File: src/rtl/dlytrain_pkg.sv
package dlytrain_pkg;

  typedef enum logic [2:0] {
    S_IDLE, S_REF_REQ, S_REF_WAIT, S_PT_SET, S_PT_REQ, S_PT_WAIT, S_FINISH
  } tr_state_e;

  localparam logic [15:0] DLY_EN_BIT = 16'h8000;

  // Device absent: first two bytes both all-ones or both all-zeros.
  function automatic logic id_is_blank(input logic [23:0] id);
    return ((id[7:0] == 8'hFF) && (id[15:8] == 8'hFF)) ||
           ((id[7:0] == 8'h00) && (id[15:8] == 8'h00));
  endfunction

  // Clamp a cell count and build the control word; zero disables the line.
  function automatic logic [15:0] dly_word(input logic [15:0] cells,
                                           input logic [15:0] max_c);
    logic [15:0] c;
    c = (cells > max_c) ? max_c : cells;
    return (c == 16'd0) ? 16'd0 : (DLY_EN_BIT | c);
  endfunction

  // Next sweep point: fixed stride, landing exactly on the top cell count.
  function automatic logic [15:0] next_point(input logic [15:0] p,
                                             input logic [15:0] stride,
                                             input logic [15:0] max_c);
    return ((p + stride) > max_c) ? max_c : (p + stride);
  endfunction

  // Placement inside the passing window.
  function automatic logic [15:0] place_cells(input logic [15:0] left,
                                              input logic [15:0] right,
                                              input logic [15:0] max_c);
    logic [15:0] span;
    span = right - left;
    if ((left == 16'd0) && (right < max_c))
      return left + ((span * 16'd2) / 16'd5);
    return left + (span / 16'd2);
  endfunction

endpackage

File: src/rtl/dlytrain_window.sv
module dlytrain_window #(
  parameter int MAX_CELLS = 511,
  parameter int STEP      = 10,
  parameter int CELL_W    = 9
) (
  input  logic              clk,
  input  logic              rst_n,
  input  logic              clear_i,
  input  logic              sample_i,
  input  logic              match_i,
  output logic [CELL_W-1:0] point_o,
  output logic [CELL_W-1:0] left_o,
  output logic [CELL_W-1:0] right_o,
  output logic              valid_o,
  output logic              sweep_end_o
);
  import dlytrain_pkg::*;

  localparam logic [15:0] MAXW  = 16'(MAX_CELLS);
  localparam logic [15:0] STEPW = 16'(STEP);

  logic [CELL_W-1:0] point_q, left_q, right_q;
  logic              valid_q;
  logic              at_top;
  logic              fall_edge;
  logic [15:0]       nxt;

  assign at_top      = (16'(point_q) == MAXW);
  assign fall_edge   = valid_q && !match_i;
  assign sweep_end_o = sample_i && (fall_edge || at_top);
  assign nxt         = next_point(16'(point_q), STEPW, MAXW);

  always_ff @(posedge clk or negedge rst_n) begin
    if (!rst_n) begin
      point_q <= '0;
      left_q  <= '0;
      right_q <= '0;
      valid_q <= 1'b0;
    end else if (clear_i) begin
      point_q <= '0;
      left_q  <= '0;
      right_q <= '0;
      valid_q <= 1'b0;
    end else if (sample_i) begin
      if (fall_edge) begin
        right_q <= point_q - CELL_W'(STEP);
      end else begin
        if (!valid_q && match_i) left_q <= point_q;
        if (match_i) valid_q <= 1'b1;
        if (at_top) right_q <= point_q;
        else        point_q <= nxt[CELL_W-1:0];
      end
    end
  end

  assign point_o = point_q;
  assign left_o  = left_q;
  assign right_o = right_q;
  assign valid_o = valid_q;
endmodule

File: src/rtl/dlytrain_pick.sv
module dlytrain_pick #(
  parameter int MAX_CELLS  = 511,
  parameter int MIN_WINDOW = 80,
  parameter int CELL_W     = 9
) (
  input  logic [CELL_W-1:0] left_i,
  input  logic [CELL_W-1:0] right_i,
  input  logic              valid_i,
  output logic              ok_o,
  output logic [CELL_W-1:0] cells_o
);
  import dlytrain_pkg::*;

  localparam logic [15:0] MAXW = 16'(MAX_CELLS);
  localparam logic [15:0] MINW = 16'(MIN_WINDOW);

  logic [15:0] l16, r16, pick16;

  assign l16    = 16'(left_i);
  assign r16    = 16'(right_i);
  assign ok_o   = valid_i && (r16 >= l16) && ((r16 - l16) >= MINW);
  assign pick16 = place_cells(l16, r16, MAXW);
  assign cells_o = ok_o ? pick16[CELL_W-1:0] : '0;
endmodule

File: src/rtl/dlytrain_seq.sv
module dlytrain_seq (
  input  logic        clk,
  input  logic        rst_n,
  input  logic        start_i,
  input  logic        rd_done_i,
  input  logic [23:0] rd_id_i,
  input  logic        sweep_end_i,
  output logic        clear_o,
  output logic        load_o,
  output logic        sample_o,
  output logic        match_o,
  output logic        finish_o,
  output logic        skip_o,
  output logic        rd_req_o,
  output logic        rd_ref_o,
  output logic        busy_o
);
  import dlytrain_pkg::*;

  tr_state_e   state_q;
  logic [23:0] ref_q;
  logic        skip_q;

  assign clear_o  = (state_q == S_IDLE) && start_i;
  assign load_o   = (state_q == S_PT_SET);
  assign sample_o = (state_q == S_PT_WAIT) && rd_done_i;
  assign match_o  = (rd_id_i == ref_q);
  assign finish_o = (state_q == S_FINISH);
  assign skip_o   = skip_q;
  assign rd_req_o = (state_q == S_REF_REQ) || (state_q == S_PT_REQ);
  assign rd_ref_o = (state_q == S_REF_REQ);
  assign busy_o   = (state_q != S_IDLE);

  always_ff @(posedge clk or negedge rst_n) begin
    if (!rst_n) begin
      state_q <= S_IDLE;
      ref_q   <= '0;
      skip_q  <= 1'b0;
    end else begin
      unique case (state_q)
        S_IDLE: if (start_i) begin
          state_q <= S_REF_REQ;
          skip_q  <= 1'b0;
        end
        S_REF_REQ: state_q <= S_REF_WAIT;
        S_REF_WAIT: if (rd_done_i) begin
          ref_q <= rd_id_i;
          if (id_is_blank(rd_id_i)) begin
            skip_q  <= 1'b1;
            state_q <= S_FINISH;
          end else begin
            state_q <= S_PT_SET;
          end
        end
        S_PT_SET: state_q <= S_PT_REQ;
        S_PT_REQ: state_q <= S_PT_WAIT;
        S_PT_WAIT: if (rd_done_i) state_q <= sweep_end_i ? S_FINISH : S_PT_SET;
        S_FINISH: state_q <= S_IDLE;
        default:  state_q <= S_IDLE;
      endcase
    end
  end
endmodule

File: src/rtl/dlytrain_top.sv
module dlytrain_top #(
  parameter int          MAX_CELLS  = 511,
  parameter int          STEP       = 10,
  parameter int          MIN_WINDOW = 80,
  parameter logic [7:0]  ID_OPCODE  = 8'h9F,
  localparam int         CELL_W     = $clog2(MAX_CELLS + 1)
) (
  input  logic              clk,
  input  logic              rst_n,
  input  logic              start_i,
  output logic              rd_req_o,
  output logic              rd_ref_o,
  output logic [7:0]        rd_opcode_o,
  input  logic              rd_done_i,
  input  logic [23:0]       rd_id_i,
  output logic [15:0]       dly_ctrl_o,
  output logic              done_o,
  output logic              pass_o,
  output logic              fail_o,
  output logic [CELL_W-1:0] cells_o
);
  import dlytrain_pkg::*;

  localparam logic [15:0] MAXW = 16'(MAX_CELLS);

  // Internal events, visible to the bound checker.
  logic              clear_ev, load_ev, sample_ev, match_ev, finish_ev, skip_st, busy_st;
  logic              sweep_end;
  logic [CELL_W-1:0] point, left_edge, right_edge, pick_cells;
  logic              seen_match, pick_ok;

  logic [15:0]       dly_q;
  logic              done_q, pass_q, fail_q;
  logic [CELL_W-1:0] cells_q;

  dlytrain_seq u_seq (
    .clk, .rst_n, .start_i, .rd_done_i, .rd_id_i,
    .sweep_end_i (sweep_end),
    .clear_o     (clear_ev),
    .load_o      (load_ev),
    .sample_o    (sample_ev),
    .match_o     (match_ev),
    .finish_o    (finish_ev),
    .skip_o      (skip_st),
    .rd_req_o, .rd_ref_o,
    .busy_o      (busy_st)
  );

  dlytrain_window #(.MAX_CELLS(MAX_CELLS), .STEP(STEP), .CELL_W(CELL_W)) u_win (
    .clk, .rst_n,
    .clear_i     (clear_ev),
    .sample_i    (sample_ev),
    .match_i     (match_ev),
    .point_o     (point),
    .left_o      (left_edge),
    .right_o     (right_edge),
    .valid_o     (seen_match),
    .sweep_end_o (sweep_end)
  );

  dlytrain_pick #(.MAX_CELLS(MAX_CELLS), .MIN_WINDOW(MIN_WINDOW), .CELL_W(CELL_W)) u_pick (
    .left_i  (left_edge),
    .right_i (right_edge),
    .valid_i (seen_match),
    .ok_o    (pick_ok),
    .cells_o (pick_cells)
  );

  always_ff @(posedge clk or negedge rst_n) begin
    if (!rst_n) begin
      dly_q   <= '0;
      done_q  <= 1'b0;
      pass_q  <= 1'b0;
      fail_q  <= 1'b0;
      cells_q <= '0;
    end else begin
      done_q <= 1'b0;
      if (clear_ev) begin
        dly_q   <= '0;
        pass_q  <= 1'b0;
        fail_q  <= 1'b0;
        cells_q <= '0;
      end else if (load_ev) begin
        dly_q <= dly_word(16'(point), MAXW);
      end else if (finish_ev) begin
        done_q <= 1'b1;
        if (skip_st) begin
          dly_q <= '0;
        end else begin
          dly_q   <= dly_word(16'(pick_cells), MAXW);
          pass_q  <= pick_ok;
          fail_q  <= !pick_ok;
          cells_q <= pick_cells;
        end
      end
    end
  end

  assign rd_opcode_o = ID_OPCODE;
  assign dly_ctrl_o  = dly_q;
  assign done_o      = done_q;
  assign pass_o      = pass_q;
  assign fail_o      = fail_q;
  assign cells_o     = cells_q;
endmodule

File: config.mk
export PLATFORM = sky130hd
export DESIGN_NAME = dlytrain_top
export DESIGN_NICKNAME = d
export VERILOG_FILES = /design/src/rtl/dlytrain_pkg.sv /design/src/rtl/dlytrain_window.sv /design/src/rtl/dlytrain_pick.sv /design/src/rtl/dlytrain_seq.sv /design/src/rtl/dlytrain_top.sv
export SDC_FILE = /design/constraint.sdc
export NUM_CORES = 1
export LEC_CHECK = 0
export ABC_AREA = 0
export BUFFER_PORTS_ARGS = -buffer_cell sky130_fd_sc_hd__buf_2
export CAP_MARGIN = 40
export CELL_PAD_IN_SITES_DETAIL_PLACEMENT = 0
export CELL_PAD_IN_SITES_GLOBAL_PLACEMENT = 1
export CORE_MARGIN = 10
export CORE_UTILIZATION = 31
export CTS_CLUSTER_SIZE = 24
export DETAILED_ROUTE_END_ITERATION = 16
export PLACE_DENSITY_LB_ADDON = 0.08
export SYNTH_ARGS = -nofsm -noshare
export SYNTH_HDL_FRONTEND = slang
export SYNTH_SLANG_ARGS = --single-unit
File: constraint.sdc
create_clock -name clk -period 20.7 [get_ports clk]
set_input_delay 3.105 -clock clk [delete_from_list [all_inputs] [get_ports clk]]
set_output_delay 3.105 -clock clk [all_outputs]
set_load 0.005 [all_outputs]
==> results.ini <==
[synthesis]
number_of_distinct_library_cells_after_synthesis=80
synthCells=680
netlist.area_leader.share_pct=32.69
ys_seq_elements=78
edff_count_synth=0
synth-seq-area-share_pct=32.69
postSynthAreaPerCell_um2=8.780
syn_area_mm2=0.005971
synth.top_cells.by_area=sky130_fd_sc_hd__dfrtp_1 33%, sky130_fd_sc_hd__xnor2_1 4.8%, sky130_fd_sc_hd__ha_1 4.6%, sky130_fd_sc_hd__mux2_2 4.5%, sky130_fd_sc_hd__nand2_1 4.4%
cell_with_the_most_instances_after_synthesis=sky130_fd_sc_hd__dfrtp_1
total_number_of_yosys_warnings=0
synth.top_cells.by_count=78 x sky130_fd_sc_hd__dfrtp_1, 70 x sky130_fd_sc_hd__nand2_1, 51 x sky130_fd_sc_hd__nor2_1
postSynth.asyncResetShare_pct=100.0
synth_area_leader_cell=sky130_fd_sc_hd__dfrtp_1
postSynth.topFlopCell=sky130_fd_sc_hd__dfrtp_1

[global_routing]
grt_pass1_vias=5232
globalRouteMet3Util_pct=2.737
grt_util_met2_pct=21.97
global_route.overflow_total=0
track_usage_pct=13.85
grt_antenna_before_repair=0
grt_max_degree=57
grt_most_used_layer=met2
grt.met1_usage_pct=18.83
wire_length_of_the_first_global_routing_pass_um=28900

[power]
p_per_area_mw_per_mm2=79.96
cellLeakagePower_nw=2.961
power_frac_seq_pct=41.8
combinationalPowerShare_pct=27.5
switching_power_as_a_share_of_total_power_pct=33.66
power_w=0.0005356
clkPwrFrac_pct=30.6
vdd.ir_drop.worst_mv=0.05065
intPower_w=0.0003553
power_switching_w=0.0001803

[clock_network]
cts-resized-gates=0
clock_net_sink_count=78
cts.htree.levels=3
cts_tree=yes
numCtsBuffers=9
ctsHoldBuffers=0
cts-root-to-sink-buffers=2
clkLatencyLatePin_ns=0.35
cts.reportedPaths.clkPinSlew_ns=0.06
ctsRootBufferMaster=sky130_fd_sc_hd__clkbuf_16
cts.repair_timing.setup_buffer_count=0

[timing]
number_of_setup_violations_in_the_final_report=0
final.setup_skew_ns=0.01430
final_hold_vio_count=0
worst_slew_margin_rel_pct=37.98
final_worst_path_period_share_pct=39.37
max_freq_mhz=122.7
holdWs_ns=0.4684
setup-tns-final_ns=0
worst_margin_slew_ns=0.9227
timing.final.crit_period_ns=8.150
slew_violations=0
rsz0062_at_grt=false

[critical_path]
worst_ep_arrival_time_ns=8.38
critPathMaxStageDelay_ns=0.54
critPathLaunchType=flip-flop
critical_path_class=flip-flop to flip-flop
r2r-end=dly_ctrl_o[1]
worstPathMaxFanout=9
launching_point_of_the_worst_reg2reg_path=u_win.left_o[1]
reg2regPathDepth=35
cp_slowest_cell=sky130_fd_sc_hd__or4_1
critical_path_required_ns=20.93
timing.critical_path.to_type=flip-flop
critical_path.startpoint=u_win.left_o[1]
slack_of_the_worst_reg_to_reg_path_ns=12.55
cp_dominant_cell_by_count=sky130_fd_sc_hd__a21oi_1

[outcome]
outcome=finished, final reports clean

[routing]
dr_iter_0_viols=189
wl_per_cell_um=17.89
route.detailed.drc=0
ant_nets=0
first_drt_pass_iteration_count=4
detail_route.wirelength_um=17550
detail_route.vias_per_cell=5.205
via_count=5106

[finish]
layout.filler_cells=1997
syn_to_final_growth_pct=12.18
nNetsFinal=767
drive_above_1_share_pct=18.72
layout.cell_area.non_filler_mm2=0.006698
antenna_cells_inserted=0
final_core_util_pct=35.57

[worst_hold_path]
hold_path.class=flip-flop to flip-flop
timing.hold.worst.start=cells_o[8]
hold-path-cell-count=2
holdPathEnd=cells_o[8]

[placed_design]
dp_hpwl_um=13300
post_dp_cell_area_mm2=0.006389
port-buffer-count=51
gp_routability_congestion=0.7999

[die]
core-area_mm2=0.01883
io-pin-count=66
die_w_um=158.8
fp.dieArea_mm2=0.02521
initial_core_util_pct=31.71
core.rowCount=50
die_height_um=158.8

[flow_run]
cap_viol_max_count=0

## stage by stage
step,cells,setup slack (ns)
2_1_floorplan,692,13.69
3_3_place_gp,960,12.66
3_5_place_dp,965,12.64
4_1_cts,981,12.60
5_1_grt,981,11.84
6_report,981,12.55
## cells in the final DEF (no fill, tap or decap), types with 5 or more instances in the layout
cell type                   instances
sky130_fd_sc_hd__a211oi_1           9
sky130_fd_sc_hd__conb_1            14
sky130_fd_sc_hd__a22o_1            11
sky130_fd_sc_hd__nand4_1           13
sky130_fd_sc_hd__o31ai_1            5
sky130_fd_sc_hd__a21oi_1           45
sky130_fd_sc_hd__and2_1             5
sky130_fd_sc_hd__buf_4              9
sky130_fd_sc_hd__nand3_1           12
sky130_fd_sc_hd__dfrtp_1           78
sky130_fd_sc_hd__nor2b_1            5
sky130_fd_sc_hd__nor3_1            14
sky130_fd_sc_hd__and3_1            10
sky130_fd_sc_hd__mux2i_1           11
sky130_fd_sc_hd__a21o_1             9
sky130_fd_sc_hd__nand2_1           70
sky130_fd_sc_hd__buf_2             50
sky130_fd_sc_hd__nor4_1            16
sky130_fd_sc_hd__ha_1              22
sky130_fd_sc_hd__xor2_1            18
sky130_fd_sc_hd__inv_1             27
sky130_fd_sc_hd__nor2_1            51
sky130_fd_sc_hd__o21bai_1           6
sky130_fd_sc_hd__mux2_2            24
sky130_fd_sc_hd__o21ai_0           46
sky130_fd_sc_hd__xnor2_1           33
sky130_fd_sc_hd__or4_1              5
sky130_fd_sc_hd__clkbuf_16          9
sky130_fd_sc_hd__nand2b_1           5
sky130_fd_sc_hd__or2_2              5
## cell type report
class	count	area, um2	share of cell area [%]
multi-input cells	538	3646	54.44
flip-flops and latches	78	1952	29.14
repair buffers	61	360.3	5.380
well taps	260	325.3	4.857
clock buffers	10	239.0	3.568
inverters	28	105.1	1.569
clock inverters	6	70.07	1.046
## registers in the layout, indices dropped and copies added, names as in the netlist
name	flops
cells_o	9
dly_ctrl_o	10
u_seq.ref_q	24
u_win.point_o	9
u_seq.state_q	3
fail_o	1
u_win.left_o	9
u_win.valid_o	1
u_seq.skip_o	1
pass_o	1
u_win.right_o	9
done_o	1
## cell families after synthesis
family,after synthesis,share of synthesized area (%)
buffers and inverters,76,7.104
flip-flops,78,32.69
adder cells (fa/ha/maj),23,4.945
AND/OR/NAND/NOR,232,20.16
multiplexers,35,6.371
other,2,0.1258
AO/OA/AOI/OAI,183,21.12
XOR/XNOR,51,7.481
## worst max-delay path: cells and delay by family, from the launching register on
family / cells / cell delay (ns)
xor+xnor: 1 / 0.14
fa+ha+maj: 4 / 1.12
compound gates: 17 / 3.88
buf+inv: 4 / 0.28
flops: 1 / 0.41
simple gates: 9 / 2.18
## worst max path at each step
stage / to / slack, ns
after floorplan: dly_ctrl_o[0] / 13.69
after global placement: dly_ctrl_o[0] / 12.66
after detailed placement: dly_ctrl_o[2] / 12.64
after CTS: dly_ctrl_o[5] / 12.60
after global routing: dly_ctrl_o[5] / 11.84
final: dly_ctrl_o[1] / 12.55
## power groups by stage
stage | combinational, W | sequential (W) | clock [W]
after floorplan | 0.000121 | 0.000206 | 0
after global placement | 0.000145 | 0.000225 | 0
after detailed placement | 0.000150 | 0.000227 | 0
after CTS | 0.000150 | 0.000224 | 0.000170
after global routing | 0.000165 | 0.000230 | 0.000176
final | 0.000147 | 0.000224 | 0.000164
## routing by layer
metal | part of all wire, % | vias up
li1 | - | 2502
met1 | 49 | 2502
met2 | 47 | 92
met3 | 3.8 | 10
met4 | 0.80 | 0
met5 | 0 | -
(Power assumes the default switching activity.)
